$ cat src/rtl/bus_xfer_pkg.sv
package bus_xfer_pkg;

    localparam int NUM_REGS = 3;
    localparam int SEL_W    = 2;

    typedef enum logic [SEL_W-1:0] {
        SRC_R0  = 2'd0,
        SRC_R1  = 2'd1,
        SRC_R2  = 2'd2,
        SRC_EXT = 2'd3
    } src_sel_e;

    typedef enum logic {
        DRV_ENCODED = 1'b0,
        DRV_ONEHOT  = 1'b1
    } drv_mode_e;

    typedef struct packed {
        drv_mode_e             mode;
        src_sel_e              sel;
        logic [NUM_REGS-1:0]   drv;
        logic [NUM_REGS-1:0]   ld;
    } xfer_ctrl_t;

    // True when two or more bits of the enable vector are set.
    function automatic logic multi_hot(input logic [NUM_REGS-1:0] v);
        int cnt;
        cnt = 0;
        for (int i = 0; i < NUM_REGS; i++) begin
            cnt = cnt + int'(v[i]);
        end
        return (cnt > 1);
    endfunction

endpackage

$ cat src/rtl/bus_src_sel.sv
module bus_src_sel
    import bus_xfer_pkg::*;
#(
    parameter int W = 8
) (
    input  xfer_ctrl_t                ctrl,
    input  logic [W-1:0]              ext,
    input  logic [NUM_REGS*W-1:0]     regs_flat,
    output logic [W-1:0]              bus,
    output logic                      conflict
);

    logic [W-1:0] enc_bus;
    logic [W-1:0] oh_terms [NUM_REGS];
    logic [W-1:0] oh_bus;

    always_comb begin
        unique case (ctrl.sel)
            SRC_R0:  enc_bus = regs_flat[0*W +: W];
            SRC_R1:  enc_bus = regs_flat[1*W +: W];
            SRC_R2:  enc_bus = regs_flat[2*W +: W];
            default: enc_bus = ext;
        endcase
    end

    generate
        for (genvar g = 0; g < NUM_REGS; g++) begin : g_oh_term
            assign oh_terms[g] = regs_flat[g*W +: W] & {W{ctrl.drv[g]}};
        end
    endgenerate

    always_comb begin
        oh_bus = '0;
        for (int i = 0; i < NUM_REGS; i++) begin
            oh_bus = oh_bus | oh_terms[i];
        end
    end

    assign bus      = (ctrl.mode == DRV_ONEHOT) ? oh_bus : enc_bus;
    assign conflict = (ctrl.mode == DRV_ONEHOT) && multi_hot(ctrl.drv);

endmodule

$ cat src/rtl/bus_load_gate.sv
module bus_load_gate
    import bus_xfer_pkg::*;
(
    input  logic [NUM_REGS-1:0] ld_req,
    input  logic                conflict,
    output logic [NUM_REGS-1:0] ld_eff
);

    assign ld_eff = conflict ? '0 : ld_req;

endmodule

$ cat src/rtl/bus_reg_cell.sv
module bus_reg_cell #(
    parameter int W = 8
) (
    input  logic         clk,
    input  logic         rst,
    input  logic         load,
    input  logic [W-1:0] d,
    output logic [W-1:0] q
);

    logic [W-1:0] nxt;

    // Hold path: the register's own output is fed back when not loading.
    always_comb begin
        nxt = load ? d : q;
    end

    always_ff @(posedge clk) begin
        if (rst) begin
            q <= '0;
        end else begin
            q <= nxt;
        end
    end

endmodule

$ cat src/rtl/bus_xfer_dp.sv
module bus_xfer_dp
    import bus_xfer_pkg::*;
#(
    parameter int W = 8
) (
    input  logic                clk,
    input  logic                rst,
    input  logic                drv_mode,
    input  logic [SEL_W-1:0]    bus_sel,
    input  logic [NUM_REGS-1:0] drv_en,
    input  logic [NUM_REGS-1:0] ld_en,
    input  logic [W-1:0]        ext_din,
    output logic [W-1:0]        r0_q,
    output logic [W-1:0]        r1_q,
    output logic [W-1:0]        r2_q,
    output logic [W-1:0]        bus_val,
    output logic                drv_conflict
);

    localparam int FLAT_W = NUM_REGS * W;

    xfer_ctrl_t          ctrl;
    logic [FLAT_W-1:0]   regs_flat;
    logic [NUM_REGS-1:0] ld_eff;
    logic [W-1:0]        bus_w;
    logic                conflict_w;

    always_comb begin
        ctrl.mode = drv_mode_e'(drv_mode);
        ctrl.sel  = src_sel_e'(bus_sel);
        ctrl.drv  = drv_en;
        ctrl.ld   = ld_en;
    end

    bus_src_sel #(.W(W)) u_src (
        .ctrl      (ctrl),
        .ext       (ext_din),
        .regs_flat (regs_flat),
        .bus       (bus_w),
        .conflict  (conflict_w)
    );

    bus_load_gate u_gate (
        .ld_req   (ctrl.ld),
        .conflict (conflict_w),
        .ld_eff   (ld_eff)
    );

    generate
        for (genvar g = 0; g < NUM_REGS; g++) begin : g_reg
            logic [W-1:0] q_w;
            bus_reg_cell #(.W(W)) u_cell (
                .clk  (clk),
                .rst  (rst),
                .load (ld_eff[g]),
                .d    (bus_w),
                .q    (q_w)
            );
            assign regs_flat[g*W +: W] = q_w;
        end
    endgenerate

    assign r0_q         = regs_flat[0*W +: W];
    assign r1_q         = regs_flat[1*W +: W];
    assign r2_q         = regs_flat[2*W +: W];
    assign bus_val      = bus_w;
    assign drv_conflict = conflict_w;

endmodule

$ cat config.mk
export PLATFORM = sky130hd
export DESIGN_NAME = bus_xfer_dp
export DESIGN_NICKNAME = d
export VERILOG_FILES = /design/src/rtl/bus_xfer_pkg.sv /design/src/rtl/bus_src_sel.sv /design/src/rtl/bus_load_gate.sv /design/src/rtl/bus_reg_cell.sv /design/src/rtl/bus_xfer_dp.sv
export SDC_FILE = /design/constraint.sdc
export NUM_CORES = 1
export LEC_CHECK = 0
export CAP_MARGIN = 20
export CORE_MARGIN = 10
export CORE_UTILIZATION = 39
export CTS_CLUSTER_DIAMETER = 120
export CTS_CLUSTER_SIZE = 30
export DETAILED_ROUTE_END_ITERATION = 16
export HOLD_SLACK_MARGIN = 0.03
export PLACE_DENSITY = 0.72
export SLEW_MARGIN = 30
export SYNTH_ARGS = -nofsm -noshare
export SYNTH_HDL_FRONTEND = slang
export SYNTH_SLANG_ARGS = --single-unit
export TNS_END_PERCENT = 30
$ cat constraint.sdc
create_clock -name clk -period 1.89 [get_ports clk]
set_clock_uncertainty 0.15 [all_clocks]
set_input_delay 0.567 -clock clk [delete_from_list [all_inputs] [get_ports clk]]
set_output_delay 0.567 -clock clk [all_outputs]
set_load 0.005 [all_outputs]
Word-level counts from Yosys, hierarchy flattened
Index checks and enable logic that the tools add are counted.
{"block": "totals", "ff_bits": 24, "in_bits": 19, "output_inout_bits": 33, "elab_cells": 18}
{"block": "classes", "add_sub_neg": 2, "n_lt_le_gt_ge": 1, "eq_ne": 2, "muxes": 3, "bitwise_logic": 5, "n_reduce_logical": 2}
{"operator": "32-bit by 2-bit adder with 32-bit output", "count": 1}
{"operator": "32-bit by 2-bit > comparator with 1-bit output, second input constant", "count": 1}
{"operator": "8-bit bitwise AND", "count": 3}
{"operator": "8-bit case mux with 3 select lines", "count": 1}
{"operator": "8-bit bitwise OR", "count": 2}
{"operator": "8-bit 2-to-1 mux", "count": 1}
{"operator": "3-bit 2-to-1 mux", "count": 1}
{"operator": "1-bit by 1-bit adder with 2-bit output", "count": 1}
{"operator": "2-bit by 1-bit == test with 1-bit output, second input constant", "count": 1}
{"operator": "2-bit == test, second input constant", "count": 1}
{"operator": "2-bit logical NOT", "count": 1}
{"operator": "1-bit logical AND", "count": 1}

Longest topological paths before layout
{"block": "depth", "depth_word": 5, "ltp_mapped": 4, "mapped_depth_nobuf": 4}

By module
Synthesis repeated with hierarchy kept, for this count alone.
{"block": "unflattened", "cells_unflattened": 141, "hier_area_um2": 1332.5}
{"mod": "bus_reg_cell", "n_inst": 3, "cells_each": 26, "area_per_inst_um2": 285.3, "seq_area_each_um2": 160.2}
{"mod": "bus_src_sel", "n_inst": 1, "cells_each": 60, "area_per_inst_um2": 457.9, "seq_area_each_um2": 0.0}
{"mod": "bus_load_gate", "n_inst": 1, "cells_each": 3, "area_per_inst_um2": 18.8, "seq_area_each_um2": 0.0}

Least setup slack after synthesis
No wires, ideal clock.
{"block": "synth_path", "kind": "input to output", "startpoint": "input drv_mode", "endpoint": "output bus_val[0]", "arrival_ps": 1338, "t_required_ps": 1173, "path_slack_ps": -165, "stages": 4, "path_buffers": 1, "path_cell_list": "nand2b_1 > clkbuf_1 > a211oi_1 > nor2_1"}
{"block": "synth_between", "elab_chain_len": 1}
{"element": "from (decl)", "line_no": "bus_xfer_dp.sv:8", "rtl": "input logic drv_mode,"}
{"element": "8-bit 2-to-1 mux", "line_no": "bus_src_sel.sv:39", "rtl": "assign bus = (ctrl.mode == DRV_ONEHOT) ? oh_bus : enc_bus;"}
{"element": "to (decl)", "line_no": "bus_xfer_dp.sv:16", "rtl": "output logic [W-1:0] bus_val,"}
Every way passes these cells.

Worst setup path after layout
{"block": "layout_path", "startpoint": "input bus_sel[0]", "endpoint": "output bus_val[6]"}
{"block": "layout_between", "elab_chain_len": 3, "word_cells_on_any_way": 5, "classes_between": "eq/ne: 2; mux: 2; reduce/logical: 1"}
{"element": "from (decl)", "line_no": "bus_xfer_dp.sv:9", "rtl": "input logic [SEL_W-1:0] bus_sel,"}
{"element": "2-bit == test, or another cell as far along", "line_no": "bus_src_sel.sv:18", "rtl": "unique case (ctrl.sel)"}
{"element": "8-bit case mux with 3 select lines *", "line_no": "bus_src_sel.sv:18"}
{"element": "8-bit 2-to-1 mux *", "line_no": "bus_src_sel.sv:39"}
Every way passes the cells marked *; elsewhere a longest branch is shown, timed or not.

==> results.py <==
metrics = {
    "critical_path": {
        "cp-end-kind": "output pin",
        "required_ps": 1170,
        "worstSetupPathType": "input pin to output pin",
        "cpPeakStageDelay_ps": 240,
        "worstPathCellList": "buf_12 > buf_16 > mux2i_1 > a32o_2 > nor2_2 > buf_2",
        "crit_fanout": 6,
        "crit_slowest_cell": "a32o_2",
        "crit_path_start_kind": "input pin",
        "worstPathArrival_ps": 1450,
    },
    "grt": {
        "grt_pass1_vias": 1992,
        "track_usage_pct": 20.66,
        "busiest_layer": "met2",
        "grt.overflow.total": 0,
        "use_met2_pct": 36.18,
        "grt_max_degree": 19,
        "use_met3_pct": 5.239,
        "grt_pass1_wl_um": 10390,
        "antenna_found_initial": 0,
        "use_met1_pct": 23.26,
    },
    "power_and_ir_drop": {
        "pwr-share-clk_pct": 17.0,
        "p_int_uw": 946.8,
        "ir_worst_vdd_mv": 0.3338,
        "p_seq_share_pct": 41.8,
        "p_comb_share_pct": 41.2,
        "swShare_pct": 32.27,
        "p_leak_nw": 1.200,
        "p_sw_uw": 451.1,
        "cellPowerDensity_mw_per_mm2": 537.6,
        "power_mw": 1.398,
    },
    "floorplanning": {
        "die_h_um": 78.67,
        "die_w_um": 78.67,
        "start_util_pct": 40.23,
        "ios": 52,
        "core-area_mm2": 0.003337,
        "num_rows": 21,
        "die_area_mm2": 0.006189,
    },
    "sta": {
        "setup_viol": 9,
        "holdWs_ps": 357.9,
        "period_share_pct": 114.8,
        "fmax_mhz": 461.0,
        "drv_slew": 0,
        "period_needed_ps": 2169,
        "worstMarginPinSlew_ps": 267.4,
        "fin_ws_ps": -279.0,
        "final-hold-violation-count": 0,
        "max_slew_margin_pct": 82.12,
        "rsz0062_at_grt": "yes",
    },
    "clocking": {
        "max-clock-path-buffers": 2,
        "cts.clk_slew.worst_paths_ps": 130,
        "cts_tree": "done",
        "cts-buffers-inserted": 3,
        "cts_root_buf": "clkbuf_4",
        "clock_sinks": 24,
        "h-tree-depth": 1,
        "insertion_delay_ps": 320,
    },
    "final_layout": {
        "finish.utilization_pct": 77.92,
        "largest_reg_flops": 24,
        "nNetsFinal": 293,
        "regMostFlops": "g.u_cell.q",
        "reg_top3": "g.u_cell.q (24)",
        "antenna_cells": 0,
        "stdcell_area_mm2": 0.002600,
        "drive_gt1_share_pct": 57.93,
        "syn_to_final_growth_pct": 93.66,
    },
    "outcome": {
        "violations": "negative setup slack",
        "status": "finished, violations left",
    },
    "job": {
        "cap_violations": 0,
    },
    "route": {
        "vias_per_cell": 5.912,
        "drtIter0Drc": 187,
        "wl_per_cell_um": 20.36,
        "drtPass1Iterations": 5,
        "drtAntennaViolNets": 0,
        "vias": 1874,
        "remaining_drc_errors": 0,
        "totalWireLength_um": 6455,
    },
    "placement": {
        "numPortBuffers": 51,
        "gp_congestion": 0.8847,
        "place_area_mm2": 0.002365,
        "hpwl_um": 4258,
        "place_ws_ps": -1205,
    },
    "synthesis": {
        "ys_seq_elements": 24,
        "syn-cell-area_mm2": 0.001343,
        "syn_inst": 151,
        "avgSynthCellArea_um2": 8.891,
        "synth_nets": 171,
        "ys_seq_area_share_pct": 35.79,
        "yosysUniqueCellTypes": 22,
        "ys_warn_count": 0,
    },
    "worst_hold_path": {
        "hold_path_class": "flip-flop to flip-flop",
    },
}
==> timing repair <==
action,4_1_cts,5_1_grt
cloned,2,0
buffers inserted,12,2
setup endpoints to repair,57,9
pin swaps,23,6
hold buffers,0,0
resized for setup,155,3
==> layout make-up <==
type	instances	area (µm²)
fill	248	737.0
multi-input combinational	116	933.4
timing repair buffer	126	1069
sequential	24	510.5
tap	46	57.56
inverter	2	7.507
clock buffer	3	22.52
==> power by group through the flow <==
stage | logic [mW] | registers (mW) | clock network (mW)
floorplan | 0.186 | 0.586 | 0
global placement | 0.507 | 0.584 | 0
detailed placement | 0.526 | 0.586 | 0
CTS | 0.555 | 0.582 | 0.238
global route | 0.610 | 0.589 | 0.254
finish | 0.576 | 0.584 | 0.237
==> per-layer routing <==
metal / up-vias / part of all wire, %
met3: 21 / 8.5
met5: - / 0
met4: 0 / 2.2
met2: 125 / 50
met1: 894 / 39
li1: 834 / -
==> cell families (layout without fill, tap and decap cells) <==
family / count (synthesis) / count (layout) / synth area share, %
simple gates: 51 / 51 / 17.43
flops: 24 / 24 / 35.79
fa+ha+maj: 1 / 1 / 0.9318
mux: 8 / 8 / 5.965
buf+inv: 11 / 131 / 4.286
compound gates: 56 / 56 / 35.60
==> cells in the mapped netlist (all sizes together) <==
library cell  number  area [µm²]
a21boi             3       22.52
ha                 1       12.51
a21o               1       7.510
nor2              10       37.54
clkinv             1       3.750
a32o               8       80.08
inv                1       3.750
nand2             32       120.1
and2b              8       70.07
a21oi              1       5.000
a211oi             8       70.06
nand2b             1       6.260
dfxtp             24       480.5
buf                5       35.03
clkbuf             4       15.01
mux2i              8       80.08
o211ai             3       22.52
a22oi              8       60.06
o32ai             24       210.2
==> path summary, 6_finish.rpt <==
kind,slack [ps],to,depth (start not counted),start
setup / recovery,-280,bus_val[6],6,bus_sel[0]
hold / removal,360,g_reg[1].u_cell.q[3]$_SDFFE_PP0P_,2,g_reg[1].u_cell.q[3]$_SDFFE_PP0P_
setup reg to reg,360,g_reg[1].u_cell.q[1]$_SDFFE_PP0P_,5,g_reg[1].u_cell.q[1]$_SDFFE_PP0P_
hold reg to reg,360,g_reg[1].u_cell.q[3]$_SDFFE_PP0P_,2,g_reg[1].u_cell.q[3]$_SDFFE_PP0P_
==> placed cells by master (no fill, tap or decap), types with 2 or more instances in the layout <==
cell             instances
a22oi_1                  7
buf_16                   2
a211oi_4                 5
o211ai_1                 3
and2b_2                  8
dfxtp_2                 24
dlygate4sd2_1           24
clkdlybuf4s50_1          4
nor2_2                   3
o32ai_1                 24
nor2_1                   6
a211oi_2                 3
mux2i_1                  8
buf_6                   10
a21boi_1                 3
buf_2                   11
nand2_1                 32
buf_4                   72
buf_12                   2
a32o_2                   8
clkbuf_4                 3
==> per-stage QoR <==
step	instances	TNS, ps
5_1_grt	317	-2336
3_5_place_dp	299	-25420
3_3_place_gp	299	-23850
4_1_cts	315	-1897
6_report	317	-2025
2_1_floorplan	151	-296.2
==> critical path, delay by kind of cell <==
| family | cells | cell delay, ps |
|---|---|---|
| multiplexers | 1 | 120 |
| buffers and inverters | 3 | 390 |
| AND/OR/NAND/NOR | 1 | 130 |
| AO/OA/AOI/OAI | 1 | 240 |
Note: power is estimated with default switching activity, not from simulation.
